===== config.mk =====
export PLATFORM = sky130hd
export DESIGN_NAME = tlb_maint_ctrl
export DESIGN_NICKNAME = d
export VERILOG_FILES = /design/src/rtl/tlb_maint_pkg.sv /design/src/rtl/tlb_tag_array.sv /design/src/rtl/tlb_op_seq.sv /design/src/rtl/tlb_maint_ctrl.sv
export SDC_FILE = /design/constraint.sdc
export NUM_CORES = 2
export LEC_CHECK = 0
export ABC_AREA = 0
export BUFFER_PORTS_ARGS = -buffer_cell sky130_fd_sc_hd__buf_2
export CAP_MARGIN = 20
export CORE_MARGIN = 5
export CORE_UTILIZATION = 50
export DETAILED_ROUTE_END_ITERATION = 12
export PLACE_DENSITY_LB_ADDON = 0.08
export SYNTH_ARGS = -nofsm -noshare
export SYNTH_HDL_FRONTEND = slang
export SYNTH_HIERARCHICAL = 1
export SYNTH_SLANG_ARGS = --single-unit

===== constraint.sdc =====
create_clock -name clk -period 7.1 [get_ports clk]
set_clock_uncertainty 0.2 [all_clocks]
set_input_delay 1.42 -clock clk [delete_from_list [all_inputs] [get_ports clk]]
set_output_delay 1.42 -clock clk [all_outputs]
set_load 0.02 [all_outputs]

===== src/rtl/tlb_maint_pkg.sv =====
package tlb_maint_pkg;
  // Flush register bit positions decoded by software.
  localparam int SHARED_FLUSH_BIT = 16;
  localparam int WALK_FLUSH_BIT   = 17;

  typedef enum logic [2:0] {
    RIDX_FLUSH     = 3'd0,
    RIDX_INV_ADDR  = 3'd1,
    RIDX_INV_MASK  = 3'd2,
    RIDX_INV_GO    = 3'd3,
    RIDX_WALK_ADDR = 3'd4,
    RIDX_WALK_GO   = 3'd5
  } reg_idx_e;
endpackage


===== src/rtl/tlb_tag_array.sv =====
module tlb_tag_array #(
  parameter int ENTRIES = 4,
  parameter int IDX_W   = 3,
  parameter int TAG_W   = 20
) (
  input  logic             clk,
  input  logic             rst,
  input  logic             fill_en,
  input  logic [IDX_W-1:0] fill_idx,
  input  logic [TAG_W-1:0] fill_tag,
  input  logic             wipe,
  input  logic             inv_en,
  input  logic [TAG_W-1:0] inv_tag,
  input  logic [TAG_W-1:0] inv_mask,
  input  logic [TAG_W-1:0] lk_tag,
  output logic             lk_match
);
  logic [ENTRIES-1:0] valid_q;
  logic [TAG_W-1:0]   tag_q [ENTRIES];
  logic [ENTRIES-1:0] kill;
  logic [ENTRIES-1:0] hit;

  for (genvar e = 0; e < ENTRIES; e++) begin : g_ent
    // Masked compare: a 0 in the mask makes that bit a don't-care.
    assign kill[e] = inv_en && (((tag_q[e] ^ inv_tag) & inv_mask) == '0);
    assign hit[e]  = valid_q[e] && (tag_q[e] == lk_tag);

    always_ff @(posedge clk) begin
      if (fill_en && fill_idx == IDX_W'(e)) tag_q[e] <= fill_tag;
    end

    always_ff @(posedge clk) begin
      if (rst || wipe) begin
        valid_q[e] <= 1'b0;
      end else if (fill_en && fill_idx == IDX_W'(e)) begin
        valid_q[e] <= 1'b1;
      end else if (kill[e]) begin
        valid_q[e] <= 1'b0;
      end
    end
  end

  assign lk_match = |hit;
endmodule


===== src/rtl/tlb_op_seq.sv =====
module tlb_op_seq #(
  parameter int NOPS = 10,
  parameter int STEP = 2
) (
  input  logic            clk,
  input  logic            rst,
  input  logic [NOPS-1:0] pend,
  output logic [NOPS-1:0] done
);
  localparam int OP_W  = $clog2(NOPS);
  localparam int CNT_W = $clog2(STEP + 1);

  logic             active_q;
  logic [OP_W-1:0]  cur_q;
  logic [CNT_W-1:0] cnt_q;
  logic [OP_W-1:0]  pick;
  logic             last;

  // Lowest pending index has priority.
  always_comb begin
    pick = '0;
    for (int k = NOPS - 1; k >= 0; k--) begin
      if (pend[k]) pick = OP_W'(k);
    end
  end

  assign last = active_q && (cnt_q == CNT_W'(STEP - 1));

  always_comb begin
    done = '0;
    if (last) done[cur_q] = 1'b1;
  end

  always_ff @(posedge clk) begin
    if (rst) begin
      active_q <= 1'b0;
      cur_q    <= '0;
      cnt_q    <= '0;
    end else if (!active_q) begin
      if (|pend) begin
        active_q <= 1'b1;
        cur_q    <= pick;
        cnt_q    <= '0;
      end
    end else if (last) begin
      active_q <= 1'b0;
    end else begin
      cnt_q <= cnt_q + 1'b1;
    end
  end
endmodule


===== src/rtl/tlb_maint_ctrl.sv =====
module tlb_maint_ctrl
  import tlb_maint_pkg::*;
#(
  parameter int NUM_MICRO     = 6,
  parameter int MICRO_ENTRIES = 4,
  parameter int SHARED_ENTRIES = 8,
  parameter int WALK_ENTRIES  = 4,
  parameter int TAG_W         = 20,
  parameter int DATA_W        = 32,
  parameter int STEP          = 2,
  localparam int NARR  = NUM_MICRO + 2,
  localparam int SEL_W = $clog2(NARR),
  localparam int MAXE  = (MICRO_ENTRIES > SHARED_ENTRIES) ?
                         ((MICRO_ENTRIES > WALK_ENTRIES) ? MICRO_ENTRIES : WALK_ENTRIES) :
                         ((SHARED_ENTRIES > WALK_ENTRIES) ? SHARED_ENTRIES : WALK_ENTRIES),
  localparam int IDX_W = $clog2(MAXE)
) (
  input  logic              clk,
  input  logic              rst,
  input  logic              wr_en,
  input  logic [2:0]        wr_addr,
  input  logic [DATA_W-1:0] wr_data,
  input  logic [2:0]        rd_addr,
  output logic [DATA_W-1:0] rd_data,
  input  logic              lk_en,
  input  logic [SEL_W-1:0]  lk_sel,
  input  logic [TAG_W-1:0]  lk_tag,
  output logic              lk_hit,
  input  logic              fill_en,
  input  logic [SEL_W-1:0]  fill_sel,
  input  logic [IDX_W-1:0]  fill_idx,
  input  logic [TAG_W-1:0]  fill_tag
);
  localparam int SHARED_IDX = NUM_MICRO;
  localparam int WALK_IDX   = NUM_MICRO + 1;
  localparam int OP_INV     = NARR;
  localparam int OP_WALK    = NARR + 1;
  localparam int NOPS       = NARR + 2;

  logic [NARR-1:0]  flush_pend;
  logic             inv_pend, walk_pend;
  logic [TAG_W-1:0] inv_addr_q, inv_mask_q, walk_addr_q;
  logic [NARR-1:0]  flush_set;
  logic [NOPS-1:0]  seq_done;
  logic             busy;
  logic [NARR-1:0]  lk_match;
  logic [(1<<SEL_W)-1:0] match_pad;
  logic [DATA_W-1:0] flush_view;
  logic             wr_flush, wr_ig, wr_wg;
  wire              unused_wdata = ^wr_data;

  assign wr_flush = wr_en && wr_addr == RIDX_FLUSH;
  assign wr_ig    = wr_en && wr_addr == RIDX_INV_GO && wr_data[0];
  assign wr_wg    = wr_en && wr_addr == RIDX_WALK_GO && wr_data[0];

  // Map register bit positions onto the compact per-array request vector.
  always_comb begin
    flush_set = '0;
    flush_view = '0;
    for (int k = 0; k < NUM_MICRO; k++) begin
      flush_set[k]  = wr_flush && wr_data[k];
      flush_view[k] = flush_pend[k];
    end
    flush_set[SHARED_IDX] = wr_flush && wr_data[SHARED_FLUSH_BIT];
    flush_set[WALK_IDX]   = wr_flush && wr_data[WALK_FLUSH_BIT];
    flush_view[SHARED_FLUSH_BIT] = flush_pend[SHARED_IDX];
    flush_view[WALK_FLUSH_BIT]   = flush_pend[WALK_IDX];
  end

  always_ff @(posedge clk) begin
    if (rst) begin
      flush_pend  <= '0;
      inv_pend    <= 1'b0;
      walk_pend   <= 1'b0;
      inv_addr_q  <= '0;
      inv_mask_q  <= '0;
      walk_addr_q <= '0;
    end else begin
      flush_pend <= (flush_pend & ~seq_done[NARR-1:0]) | flush_set;
      inv_pend   <= (inv_pend & ~seq_done[OP_INV]) | wr_ig;
      walk_pend  <= (walk_pend & ~seq_done[OP_WALK]) | wr_wg;
      if (wr_en && wr_addr == RIDX_INV_ADDR)  inv_addr_q  <= wr_data[TAG_W-1:0];
      if (wr_en && wr_addr == RIDX_INV_MASK)  inv_mask_q  <= wr_data[TAG_W-1:0];
      if (wr_en && wr_addr == RIDX_WALK_ADDR) walk_addr_q <= wr_data[TAG_W-1:0];
    end
  end

  assign busy = (|flush_pend) || inv_pend || walk_pend;

  tlb_op_seq #(.NOPS(NOPS), .STEP(STEP)) u_seq (
    .clk(clk), .rst(rst),
    .pend({walk_pend, inv_pend, flush_pend}),
    .done(seq_done)
  );

  for (genvar a = 0; a < NARR; a++) begin : g_arr
    localparam int ENT = (a < NUM_MICRO) ? MICRO_ENTRIES :
                         (a == SHARED_IDX) ? SHARED_ENTRIES : WALK_ENTRIES;
    localparam bit IS_WALK = (a == WALK_IDX);
    tlb_tag_array #(.ENTRIES(ENT), .IDX_W(IDX_W), .TAG_W(TAG_W)) u_arr (
      .clk(clk), .rst(rst),
      .fill_en(fill_en && fill_sel == SEL_W'(a)),
      .fill_idx(fill_idx), .fill_tag(fill_tag),
      .wipe(seq_done[a]),
      .inv_en(IS_WALK ? seq_done[OP_WALK] : seq_done[OP_INV]),
      .inv_tag(IS_WALK ? walk_addr_q : inv_addr_q),
      .inv_mask(IS_WALK ? {TAG_W{1'b1}} : inv_mask_q),
      .lk_tag(lk_tag),
      .lk_match(lk_match[a])
    );
  end

  always_comb begin
    match_pad = '0;
    match_pad[NARR-1:0] = lk_match;
  end

  always_ff @(posedge clk) begin
    if (rst) begin
      lk_hit  <= 1'b0;
      rd_data <= '0;
    end else begin
      lk_hit <= lk_en && !busy && match_pad[lk_sel];
      case (rd_addr)
        RIDX_FLUSH:     rd_data <= flush_view;
        RIDX_INV_ADDR:  rd_data <= DATA_W'(inv_addr_q);
        RIDX_INV_MASK:  rd_data <= DATA_W'(inv_mask_q);
        RIDX_INV_GO:    rd_data <= DATA_W'(inv_pend);
        RIDX_WALK_ADDR: rd_data <= DATA_W'(walk_addr_q);
        RIDX_WALK_GO:   rd_data <= DATA_W'(walk_pend);
        default:        rd_data <= '0;
      endcase
    end
  end
endmodule


==> results.sh <==
export IMPL_pre_cts_ws_ns=2.16
export IMPL_tns_ns=0
export IMPL_slew_viol_final=0
export IMPL_finalPower_mw=11.5
export IMPL_synth_compound_area_share_pct=7.78
export IMPL_antenna_found_initial=4
export IMPL_ir_worst_vdd_mv=0.168
export IMPL_hold_class="reg -> reg"
export IMPL_post_cts_buffers=0
export IMPL_synth_top_area_share_pct=46.3
export IMPL_cts_tree="done"
export IMPL_dieArea_um2=99600
export IMPL_synth_fa_ha_area_share_pct=0.0268
export IMPL_synth_area_leaders="edfxtp_1 (46%), xor2_1 (18%), xnor2_1 (8.2%)"
export IMPL_die_x_um=316
export IMPL_io_pins=125
export IMPL_hold_depth=2
export IMPL_grt_pass1_wl_um=262000
export IMPL_whs_ns=0.283
export IMPL_maxCapViolations=0
export IMPL_start_util_pct=50.2
export IMPL_hpwl_um=98400
export IMPL_slew_headroom_pct=19.9
export IMPL_wl_um=193000
export IMPL_critPathCaptureType="flop"
export IMPL_holdCritStartpoint="inv_mask_q[18]$_SDFFE_PP0P_"
export IMPL_critPathLaunchType="primary input"
export IMPL_timing_worst_setup_path_type="in -> reg"
export IMPL_wl_per_cell_um=36.3
export IMPL_synth_top_family_by_area="XOR/XNOR gates"
export IMPL_fin_util_pct=55.8
export IMPL_h_tree_depth=3
export IMPL_synthSimpleGateAreaFrac_pct=9.74
export IMPL_min_period_ns=4.32
export IMPL_grt_overflow=0
export IMPL_yosys_most_used_dff="edfxtp_1"
export IMPL_vias=34633
export IMPL_syn_to_final_growth_pct=11.2
export IMPL_reg2reg_from="g_arr[6].u_arr/tag_q[0][74]$_DFFE_PP_"
export IMPL_synth_avg_cell_area_um2=12.4
export IMPL_numCtsBuffers=97
export IMPL_r2r_slack_ns=4.02
export IMPL_hold_path_end="inv_mask_q[18]$_SDFFE_PP0P_"
export IMPL_yosysMostFrequentCell="xor2_1"
export IMPL_status="finished, final reports clean"
export IMPL_grt_pass1_vias=33464
export IMPL_synthCells=3777
export IMPL_hold_buffers=0
export IMPL_rsz0062_at_grt="false"
export IMPL_cp_arrival_ns=4.67
export IMPL_vias_per_cell=6.51
export IMPL_synth_cell_type_count=63
export IMPL_worst_pin_slew_ns=1.20
export IMPL_setup_viol=0
export IMPL_drt_iter0_drc=5159
export IMPL_cts_sinks=854
export IMPL_synth_seq_cells=854
export IMPL_cts_resized=0
export IMPL_drc=0
export IMPL_cp_required_ns=7.45
export IMPL_root_buffer="clkbuf_16"
export IMPL_crit_fanout=36
export IMPL_yosysWarnings=6
export IMPL_timing_fmax_ghz=0.232
export IMPL_postRouteAntennaNets=0
export IMPL_nets=4078
export IMPL_yosysSeqAreaShare_pct=52.1
export IMPL_io_buffer_count=100
export IMPL_stdcell_area_um2=51900
export IMPL_fill_cells=8061
export IMPL_p_leak_nw=18.3
export IMPL_power_density_nw_per_um2=222
export IMPL_die_height_um=316
export IMPL_synthMuxAreaShare_pct=0.340
export IMPL_layout_cells_non_filler=5324
export IMPL_gp_congestion=0.869
export IMPL_r2r_end="lk_hit$_SDFF_PP0_"
export IMPL_coreArea_um2=93000
export IMPL_synth_top_area_cell="edfxtp_1"
export IMPL_fin_ws_ns=2.78
export IMPL_first_pass_iters=6
export IMPL_grt_max_degree=76
export IMPL_synth_top_cells_by_count="xor2_1 (983), edfxtp_1 (720), xnor2_1 (435)"
export IMPL_synth_area_um2=46700
export IMPL_drive_above_1_share_pct=11.4
export IMPL_finalCritPeriodShare_pct=60.8
export IMPL_place_area_um2=48800
export IMPL_placed_cells=5139
export IMPL_cts_clk_slew_worst_paths_ns=0.06
export IMPL_timing_hold_violations_final=0
export IMPL_clockBufferDepth=3
export IMPL_synth_edf_count=720
export IMPL_async_reset_ff_share_pct=0
export IMPL_r2r_cells=8
export IMPL_worstSkewPairLatency_ns=0.68
export IMPL_grt_use_total_pct=37.8
export IMPL_rows=112
export IMPL_synth_xor_area_share_pct=27.4
[critical path: stages]
cell and delay [ns]:
buf_4 0.82, xor2_1 0.20, nor3_1 0.10, nand4_1 0.13, o22ai_1 0.19, or4_1 0.78, mux4_2 0.54, mux2i_1 0.35
nor2_1 0.08
[registers in the layout (all words and copies together) (netlist names)]
register,count
lk_hit,1
g_arr.u_arr/tag_q,720
u_seq/cur_q,4
inv_addr_q,20
g_arr.u_arr/valid_q,36
flush_pend,8
walk_pend,1
u_seq/active_q,1
walk_addr_q,20
inv_pend,1
inv_mask_q,20
u_seq/cnt_q,2
rd_data,20
[cells by family (layout without fill, tap and decap cells)]
logic type               after synthesis  after routing
adder cells (fa/ha/maj)                1              1
other                                  2             95
XOR/XNOR                            1440           1440
AND/OR/NAND/NOR                      797            797
buffers and inverters                178            378
multiplexers                          12             12
AO/OA/AOI/OAI                        493            493
flip-flops                           854            854
[how the worst max path moves through the flow]
stage / from / slack, ns / depth (start not counted) / end
global route: lk_tag[6] / 2.80 / 9 / lk_hit$_SDFF_PP0_
global placement: lk_tag[9] / 2.16 / 9 / lk_hit$_SDFF_PP0_
CTS: lk_tag[9] / 2.88 / 9 / lk_hit$_SDFF_PP0_
floorplan: fill_sel[0] / 2.34 / 3 / g_arr[6].u_arr/tag_q[0][0]$_DFFE_PP_
detailed placement: lk_tag[9] / 2.16 / 9 / lk_hit$_SDFF_PP0_
finish: lk_tag[9] / 2.78 / 9 / lk_hit$_SDFF_PP0_
[cell usage in the layout (no fill, tap or decap), types with 92 or more instances in the layout]
| cell | netlist | layout |
|---|---|---|
| a21oi_1 | 101 | 101 |
| xor2_1 | 983 | 983 |
| xnor2_1 | 435 | 435 |
| buf_4 | 22 | 110 |
| dfxtp_1 | 134 | 94 |
| a22oi_1 | 276 | 276 |
| nand4_1 | 229 | 229 |
| conb_1 | 2 | 92 |
| edfxtp_1 | 720 | 720 |
| nand2_1 | 206 | 206 |
| clkbuf_16 | 0 | 102 |
[routing by layer]
layer / vias up / part of all wire (%) / global-route usage [%]
li1: 14138 / - / -
met1: 17253 / 37 / 49.1
met2: 2548 / 45 / 59.4
met3: 694 / 12 / 8.42
met4: 0 / 6.6 / 20.4
met5: - / 0 / 0
[where the power goes]
group          internal (mW)  total, mW  switching (mW)  leakage [nW]
Sequential              5.47       5.57          0.0963          7.59
Clock                   2.84       4.97            2.13          1.52
Combinational          0.293       1.01           0.713          9.15
[cell type report]
class                      instances  area [µm²]  area share [%]
antenna                            3        7.51          0.0145
clock buffer                     139        2800            5.40
clock inverter                    42         278           0.535
inverter                           6        22.5          0.0434
multi-input combinational       2835       21600            41.5
sequential                       854       24400            47.0
tap                             1254        1570            3.02
timing repair buffer             191        1250            2.41
No activity file was read; power rests on OpenSTA's default activity.
